==> config.mk <==
export PLATFORM = sky130hd
export DESIGN_NAME = dco_peak_cal
export DESIGN_NICKNAME = d
export VERILOG_FILES = /design/src/rtl/dcal_pkg.sv /design/src/rtl/dcal_settle_timer.sv /design/src/rtl/dcal_peak_track.sv /design/src/rtl/dco_peak_cal.sv
export SDC_FILE = /design/constraint.sdc
export NUM_CORES = 1
export LEC_CHECK = 0
export CAP_MARGIN = 0
export CORE_ASPECT_RATIO = 1.75
export CORE_MARGIN = 2
export CORE_UTILIZATION = 48
export DETAILED_ROUTE_END_ITERATION = 6
export GPL_ROUTABILITY_DRIVEN = 1
export PLACE_DENSITY_LB_ADDON = 0.3
export SYNTH_ARGS = -nofsm -noshare
export SYNTH_HDL_FRONTEND = slang
export SYNTH_SLANG_ARGS = --single-unit
==> constraint.sdc <==
create_clock -name clk -period 2.3 [get_ports clk]
set_clock_uncertainty 0.05 [all_clocks]
set_input_delay 0.575 -clock clk [delete_from_list [all_inputs] [get_ports clk]]
set_output_delay 0.575 -clock clk [all_outputs]
set_load 0.1 [all_outputs]
==> src/rtl/dcal_pkg.sv <==
package dcal_pkg;
    typedef enum logic [1:0] {
        ST_IDLE,
        ST_SETTLE,
        ST_SAMPLE,
        ST_LOCK
    } cal_state_e;
endpackage

==> src/rtl/dcal_settle_timer.sv <==
// Down-counter that holds each oscillator step for a programmed interval.
module dcal_settle_timer #(
    parameter int CNT_W = 16
) (
    input  logic             clk,
    input  logic             rst_n,
    input  logic             load_i,
    input  logic [CNT_W-1:0] load_val_i,
    input  logic             tick_i,
    output logic             expired_o
);
    logic [CNT_W-1:0] cnt_q;

    always_ff @(posedge clk or negedge rst_n) begin
        if (!rst_n) begin
            cnt_q <= '0;
        end else if (load_i) begin
            cnt_q <= load_val_i;
        end else if (tick_i && (cnt_q != '0)) begin
            cnt_q <= cnt_q - 1'b1;
        end
    end

    assign expired_o = (cnt_q == '0);
endmodule

==> src/rtl/dcal_peak_track.sv <==
// Keeps the best envelope seen in a sweep and the code that produced it.
// Only a strictly larger sample replaces the best one, so on an ascending
// sweep the lowest of several equal codes survives.
module dcal_peak_track #(
    parameter int CODE_W = 8,
    parameter int ENV_W  = 10
) (
    input  logic              clk,
    input  logic              rst_n,
    input  logic              clr_i,
    input  logic              upd_i,
    input  logic [CODE_W-1:0] code_i,
    input  logic [ENV_W-1:0]  env_i,
    output logic [CODE_W-1:0] best_code_o,
    output logic [ENV_W-1:0]  best_env_o
);
    logic              first_q;
    logic [CODE_W-1:0] best_code_q;
    logic [ENV_W-1:0]  best_env_q;
    logic              take;

    assign take = upd_i && (first_q || (env_i > best_env_q));

    always_ff @(posedge clk or negedge rst_n) begin
        if (!rst_n) begin
            first_q     <= 1'b1;
            best_code_q <= '0;
            best_env_q  <= '0;
        end else if (clr_i) begin
            first_q     <= 1'b1;
            best_code_q <= '0;
            best_env_q  <= '0;
        end else if (take) begin
            first_q     <= 1'b0;
            best_code_q <= code_i;
            best_env_q  <= env_i;
        end
    end

    assign best_code_o = best_code_q;
    assign best_env_o  = best_env_q;
endmodule

==> src/rtl/dco_peak_cal.sv <==
module dco_peak_cal
    import dcal_pkg::*;
#(
    parameter int          CODE_W     = 8,
    parameter int          ENV_W      = 10,
    parameter int          SETTLE_W   = 16,
    parameter logic [7:0]  RESET_CODE = 8'h80
) (
    input  logic                clk,
    input  logic                rst_n,
    input  logic                start_i,
    input  logic [CODE_W-1:0]   code_lo_i,
    input  logic [CODE_W-1:0]   code_hi_i,
    input  logic [SETTLE_W-1:0] settle_i,
    input  logic [ENV_W-1:0]    env_i,
    input  logic                tx_req_i,
    output logic [CODE_W-1:0]   dco_code_o,
    output logic                busy_o,
    output logic                done_o,
    output logic [ENV_W-1:0]    peak_o,
    output logic                tx_en_o
);
    localparam logic [CODE_W-1:0] RST_CODE = CODE_W'(RESET_CODE);

    cal_state_e state_q, state_d;

    logic [CODE_W-1:0]   code_q;
    logic [CODE_W-1:0]   end_q;
    logic [SETTLE_W-1:0] settle_q;
    logic                done_q;

    logic                start_go;
    logic                last_code;
    logic                tmr_load;
    logic                tmr_tick;
    logic [SETTLE_W-1:0] tmr_val;
    logic                tmr_expired;
    logic                trk_clr;
    logic                trk_upd;
    logic [CODE_W-1:0]   best_code;
    logic [ENV_W-1:0]    best_env;

    // The sweep ends at the captured last code, or at once if it lies below the first.
    assign last_code = (code_q >= end_q);

    // Next-state logic
    always_comb begin
        state_d = state_q;
        unique case (state_q)
            ST_IDLE:   if (start_i) state_d = ST_SETTLE;
            ST_SETTLE: if (tmr_expired) state_d = ST_SAMPLE;
            ST_SAMPLE: state_d = last_code ? ST_LOCK : ST_SETTLE;
            ST_LOCK:   state_d = ST_IDLE;
            default:   state_d = ST_IDLE;
        endcase
    end

    // State register
    always_ff @(posedge clk or negedge rst_n) begin
        if (!rst_n) state_q <= ST_IDLE;
        else        state_q <= state_d;
    end

    // Outputs and control strobes
    always_comb begin
        start_go = 1'b0;
        tmr_load = 1'b0;
        tmr_tick = 1'b0;
        tmr_val  = settle_q;
        trk_clr  = 1'b0;
        trk_upd  = 1'b0;
        busy_o   = 1'b1;
        unique case (state_q)
            ST_IDLE: begin
                busy_o   = 1'b0;
                start_go = start_i;
                tmr_load = start_i;
                tmr_val  = settle_i;
                trk_clr  = start_i;
            end
            ST_SETTLE: tmr_tick = 1'b1;
            ST_SAMPLE: begin
                trk_upd  = 1'b1;
                tmr_load = !last_code;
            end
            ST_LOCK: ;
            default: busy_o = 1'b0;
        endcase
        tx_en_o = tx_req_i && !busy_o;
    end

    // Sweep datapath: step code, capture limits, apply the winning code
    always_ff @(posedge clk or negedge rst_n) begin
        if (!rst_n) begin
            code_q   <= RST_CODE;
            end_q    <= '0;
            settle_q <= '0;
            done_q   <= 1'b0;
        end else if (start_go) begin
            code_q   <= code_lo_i;
            end_q    <= code_hi_i;
            settle_q <= settle_i;
            done_q   <= 1'b0;
        end else if (state_q == ST_SAMPLE && !last_code) begin
            code_q   <= code_q + 1'b1;
        end else if (state_q == ST_LOCK) begin
            code_q   <= best_code;
            done_q   <= 1'b1;
        end
    end

    dcal_settle_timer #(.CNT_W(SETTLE_W)) u_timer (
        .clk        (clk),
        .rst_n      (rst_n),
        .load_i     (tmr_load),
        .load_val_i (tmr_val),
        .tick_i     (tmr_tick),
        .expired_o  (tmr_expired)
    );

    dcal_peak_track #(.CODE_W(CODE_W), .ENV_W(ENV_W)) u_track (
        .clk         (clk),
        .rst_n       (rst_n),
        .clr_i       (trk_clr),
        .upd_i       (trk_upd),
        .code_i      (code_q),
        .env_i       (env_i),
        .best_code_o (best_code),
        .best_env_o  (best_env)
    );

    assign dco_code_o = code_q;
    assign done_o     = done_q;
    assign peak_o     = best_env;
endmodule

==> out/results.md <==
| Stage | Metric | Reported |
| --- | --- | --- |
| worst setup path | Largest fanout on the critical path | 6 |
| sta | Share of the clock period used by the worst path | 1.05 |
| sta | Fmax | 416 MHz |
| placed design | Placed wire-length estimate | 7.30 mm |
| placed design | Buffers added on ports | 66 |
| logic synthesis | Area of the mapped netlist | 0.00401 mm2 |
| die | Die area | 0.00913 mm2 |
| cts | Clock root buffer | sky130_fd_sc_hd__clkbuf_16 |
| status | Status | complete, but fails checks |
| sta | Final number of max-transition violations | 0 |
| drt | Detailed-router iteration count before antenna repair | 5 |
| sta | Final Setup Violations | 6 |
| cts | Clk_lat worst skew | 0.34 ns |
| pwr | Leakage power figure | 2.60 nW |
| logic synthesis | Number of distinct library cells after synthesis | 63 |
| pwr | Switching share of power | 0.219 |
| cts | Clock slew at the register clock pins of the worst setup and hold paths | 0.06 ns |
| logic synthesis | Post-Syn Area per Cell | 9.28 um2 |
| pwr | Total power draw | 0.00286 W |
| drt | Count of antenna-violating nets left after detailed routing | 0 |
| worst setup path | Delay contributed by the slowest stage of the critical path | 0.48 ns |
| min path | Class of the tightest hold or removal check | primary input to async pin |
| cts | Maximum number of buffers from clock root to sink | 2 |
| global routing | Maximum number of pins on one net before global-route repair | 71 |
| cts | Number of hold-repair buffers added at the cts stage | 0 |
| cells and area | Most frequent standard cell in the layout excluding fill and tap cells | sky130_fd_sc_hd__nand2_1 |
| global routing | Gr usage total | 0.243 |
| drt | DR iter-0 viols | 166 |
| worst setup path | Worst path slowest cell | sky130_fd_sc_hd__dfrtp_4 |
| pwr | Total power density per cell area | 491 mW/mm2 |
| cells and area | Commonest non-fill, non-tap cells in the layout | sky130_fd_sc_hd__nand2_1, sky130_fd_sc_hd__buf_4, sky130_fd_sc_hd__dfrtp_1, sky130_fd_sc_hd__clkdlybuf4s50_1, sky130_fd_sc_hd__nor2_1 |
| logic synthesis | Post-synth EDFFs | 0 |
| cts | TritonCTS clock tree | built |
| worst setup path | Kind of end point of the critical path | flop |
| cells and area | Fraction of layout instances using a drive strength above 1 | 0.333 |
| logic synthesis | FF+latch count, synth | 70 |
| global routing | Via count of the first global-routing pass | 3747 |
| drt | Total wire length | 10.7 mm |
| drt | Met1 Routed Length | 3.93 mm |
| worst setup path | Data arrival at the endpoint of the critical path | 2.57 ns |
| cts | Number of sinks handled by clock tree synthesis | 70 |
| worst setup path | Worst Reg2Reg Path Length in Cells | 8 |
| logic synthesis | Yosys warns | 0 |
| placed design | Setup WS pre-CTS | -0.506 ns |
| drt | Via-to-Cell Ratio | 5.67 |
| drt | Highest Signal Layer | met4 |
| worst setup path | FF-to-FF Start | dco_code_o[0]$_DFFE_PN0P_ |
| sta | Headroom to the max-slew limit | 0.673 |
| cells and area | Utilization after layout | 0.709 |
| die | Chip width | 73.1 um |
| pwr | Worst VDD drop | 470 uV |
| global routing | Global-route wire length before repair | 17.2 mm |
| global routing | Global route overflow | 0 |
| worst setup path | Critical Path Source Type | flop |
| logic synthesis | Number of instances in the synthesized netlist | 432 |
| die | Placeable Area | 0.00820 mm2 |
| logic synthesis | Main synth FF type | sky130_fd_sc_hd__dfrtp_1 |
| status | Violations in the final reports | negative setup slack |
| logic synthesis | Proportion of register bits with asynchronous set or reset after synthesis | 1.00 |
| global routing | Initial antenna violation count | 0 |
| sta | Setup repair after global routing missed its margin | yes |
| cells and area | Antenna diodes | 0 |
| die | Count of standard-cell rows | 44 |
| cts | Number of buffers inserted during clock tree synthesis | 9 |
| logic synthesis | Part of the Yosys area used for sequential elements | 0.438 |
| pwr | Cell internal pwr | 0.00223 W |
| drt | Via count | 3639 |
| drt | Length of routed met3 wiring | 503 um |
| worst setup path | Family of cells with the greatest summed delay on the critical path | compound AO/OA/AOI/OAI gates |
| worst setup path | Kind of critical path | flop to flop |
| drt | Met2 Wirelength | 5.77 mm |
| pwr | Sw power | 0.000625 W |
| sta | Tmin final | 2.40 ns |
| job | Max-cap violations | 0 |
| sta | Hold violation total from the final report | 0 |
| worst setup path | Ordered cell list for the critical path | inv_4 -> ha_4 -> nand2b_4 -> a2111oi_4 -> o211ai_1 -> or3_1 -> o21ai_1 -> a31oi_1 |
| sta | Total Negative Setup Slacks | -0.267 ns |
| worst setup path | Crit. path cell count | 8 |
| worst setup path | Reg-to-reg endpoint | dco_code_o[4]$_DFFE_PN0P_ |
| sta | Slew at the pin with the worst max-slew slack | 0.488 ns |
| drt | Post-route DRC | 0 |
| pwr | Power share of the combinational group | 0.068 |
| drt | Routed WL per cell | 16.6 um |
| worst setup path | End of the critical path | dco_code_o[4]$_DFFE_PN0P_ |
| die | Vertical extent of the die | 125 um |
| pwr | Clock network power share | 0.498 |
| sta | Minimum setup slack in the final design | -0.104 ns |
| cells and area | Net count of the finished layout | 612 |
| pwr | Seq pwr share | 0.434 |
| worst setup path | Required time at the worst-slack endpoint | 2.47 ns |
| logic synthesis | Post-synth net total | 499 |
| die | Number of top-level design ports | 67 |
| die | Effective utilization at floorplan | 0.489 |
| worst setup path | CP bufs+invs | 1 |
| worst setup path | Minimum setup slack among reg-to-reg paths | -0.10 ns |
| sta | Min Hold Slack | 0.205 ns |
| placed design | GP Congestion | 0.890 |
| cells and area | Area Growth Syn to Fin | 45.1% |
| cts | Htree depth | 3 |
| worst setup path | Start point of the critical path | dco_code_o[0]$_DFFE_PN0P_ |
## cell usage after synthesis (3+ instances only)
cell type                  count  area share
sky130_fd_sc_hd__inv_1        31       0.029
sky130_fd_sc_hd__nor2_1       29       0.027
sky130_fd_sc_hd__xnor2_1       4      0.0087
sky130_fd_sc_hd__nor4_1        4      0.0062
sky130_fd_sc_hd__or3_1         3      0.0047
sky130_fd_sc_hd__dfrtp_1      68        0.42
sky130_fd_sc_hd__buf_4         3      0.0056
sky130_fd_sc_hd__a21oi_1      21       0.026
sky130_fd_sc_hd__o221ai_1      4      0.0087
sky130_fd_sc_hd__mux2_2        9       0.025
sky130_fd_sc_hd__o211ai_1      3      0.0056
sky130_fd_sc_hd__a211oi_1      3      0.0056
sky130_fd_sc_hd__nand4_1       6      0.0094
sky130_fd_sc_hd__o311ai_0      3      0.0066
sky130_fd_sc_hd__clkbuf_1      4      0.0037
sky130_fd_sc_hd__ha_1         21       0.066
sky130_fd_sc_hd__mux2_1        4       0.011
sky130_fd_sc_hd__nand2_1      89       0.083
sky130_fd_sc_hd__a31oi_1       5      0.0078
sky130_fd_sc_hd__buf_2         6      0.0075
sky130_fd_sc_hd__o21ai_1       4      0.0050
sky130_fd_sc_hd__and2_1        8       0.012
sky130_fd_sc_hd__o21ai_0      21       0.026
sky130_fd_sc_hd__nand3_1      13       0.016
sky130_fd_sc_hd__mux2i_1      14       0.035
## what timing repair did
item,CTS,global route
gates resized for setup,10,49
buffers inserted,8,9
cloned,0,1
pin swaps,10,38
endpoints found under the setup margin,26,40
endpoints found under the hold margin,0,0
## logic make-up (layout without fill, tap and decap cells)
logic type / after synthesis / in the layout / synth area share
and+or+nand+nor: 173 / 174 / 0.208
xor gates and xnor gates: 5 / 5 / 0.0109
muxes: 27 / 27 / 0.0715
adders and majority gates: 21 / 21 / 0.0655
buffers and inverters: 48 / 165 / 0.0534
DFF: 70 / 70 / 0.438
AOI/OAI and AO/OA: 88 / 88 / 0.154
## power by group through the flow
| stage | logic, W | registers (W) | clock network, W |
|---|---|---|---|
| floorplan | 0.0000225 | 0.00129 | 0 |
| global placement | 0.000186 | 0.00126 | 0 |
| detailed placement | 0.000188 | 0.00126 | 0 |
| CTS | 0.000190 | 0.00124 | 0.00144 |
| global route | 0.000207 | 0.00124 | 0.00149 |
| finish | 0.000193 | 0.00124 | 0.00142 |
## stage by stage
stage               instance area, um2  std cells
CTS                               5530        632
detailed placement                5120        608
floorplan                         4160        432
global placement                  5120        608
global route                      5820        642
finish                            5820        642
## flip-flops by register name (all words and copies together) (netlist names)
name / flops
dco_code_o: 8
done_o: 1
end_q: 8
settle_q: 16
state_q: 2
u_timer.cnt_q: 16
u_track.best_code_o: 8
u_track.best_env_o: 10
u_track.first_q: 1
## worst min path at each step
stage / depth (start not counted) / from / to
floorplan: 0 / rst_n / dco_code_o[4]$_DFFE_PN0P_
global placement: 2 / settle_q[9]$_DFFE_PN0P_ / settle_q[9]$_DFFE_PN0P_
detailed placement: 2 / settle_q[11]$_DFFE_PN0P_ / settle_q[11]$_DFFE_PN0P_
CTS: 2 / rst_n / u_track.best_env_o[8]$_DFFE_PN0P_
global route: 2 / rst_n / u_track.best_env_o[8]$_DFFE_PN0P_
finish: 2 / rst_n / u_track.best_env_o[8]$_DFFE_PN0P_
## routing by layer
| metal | vias to the layer above | track usage |
|---|---|---|
| li1 | 1731 | - |
| met1 | 1742 | 0.269 |
| met2 | 125 | 0.426 |
| met3 | 41 | 0.0477 |
| met4 | 0 | 0.121 |
| met5 | - | 0 |
## final cells by class
class                      instances  area, um2
multi-input combinational        315       2340
clock inverter                     3       42.5
tap                               92        115
sequential                        70       1810
timing repair buffer             118       1120
fill                             615       2390
clock buffer                      13        260
inverter                          31        121
Note: power is estimated with default switching activity, not from simulation.
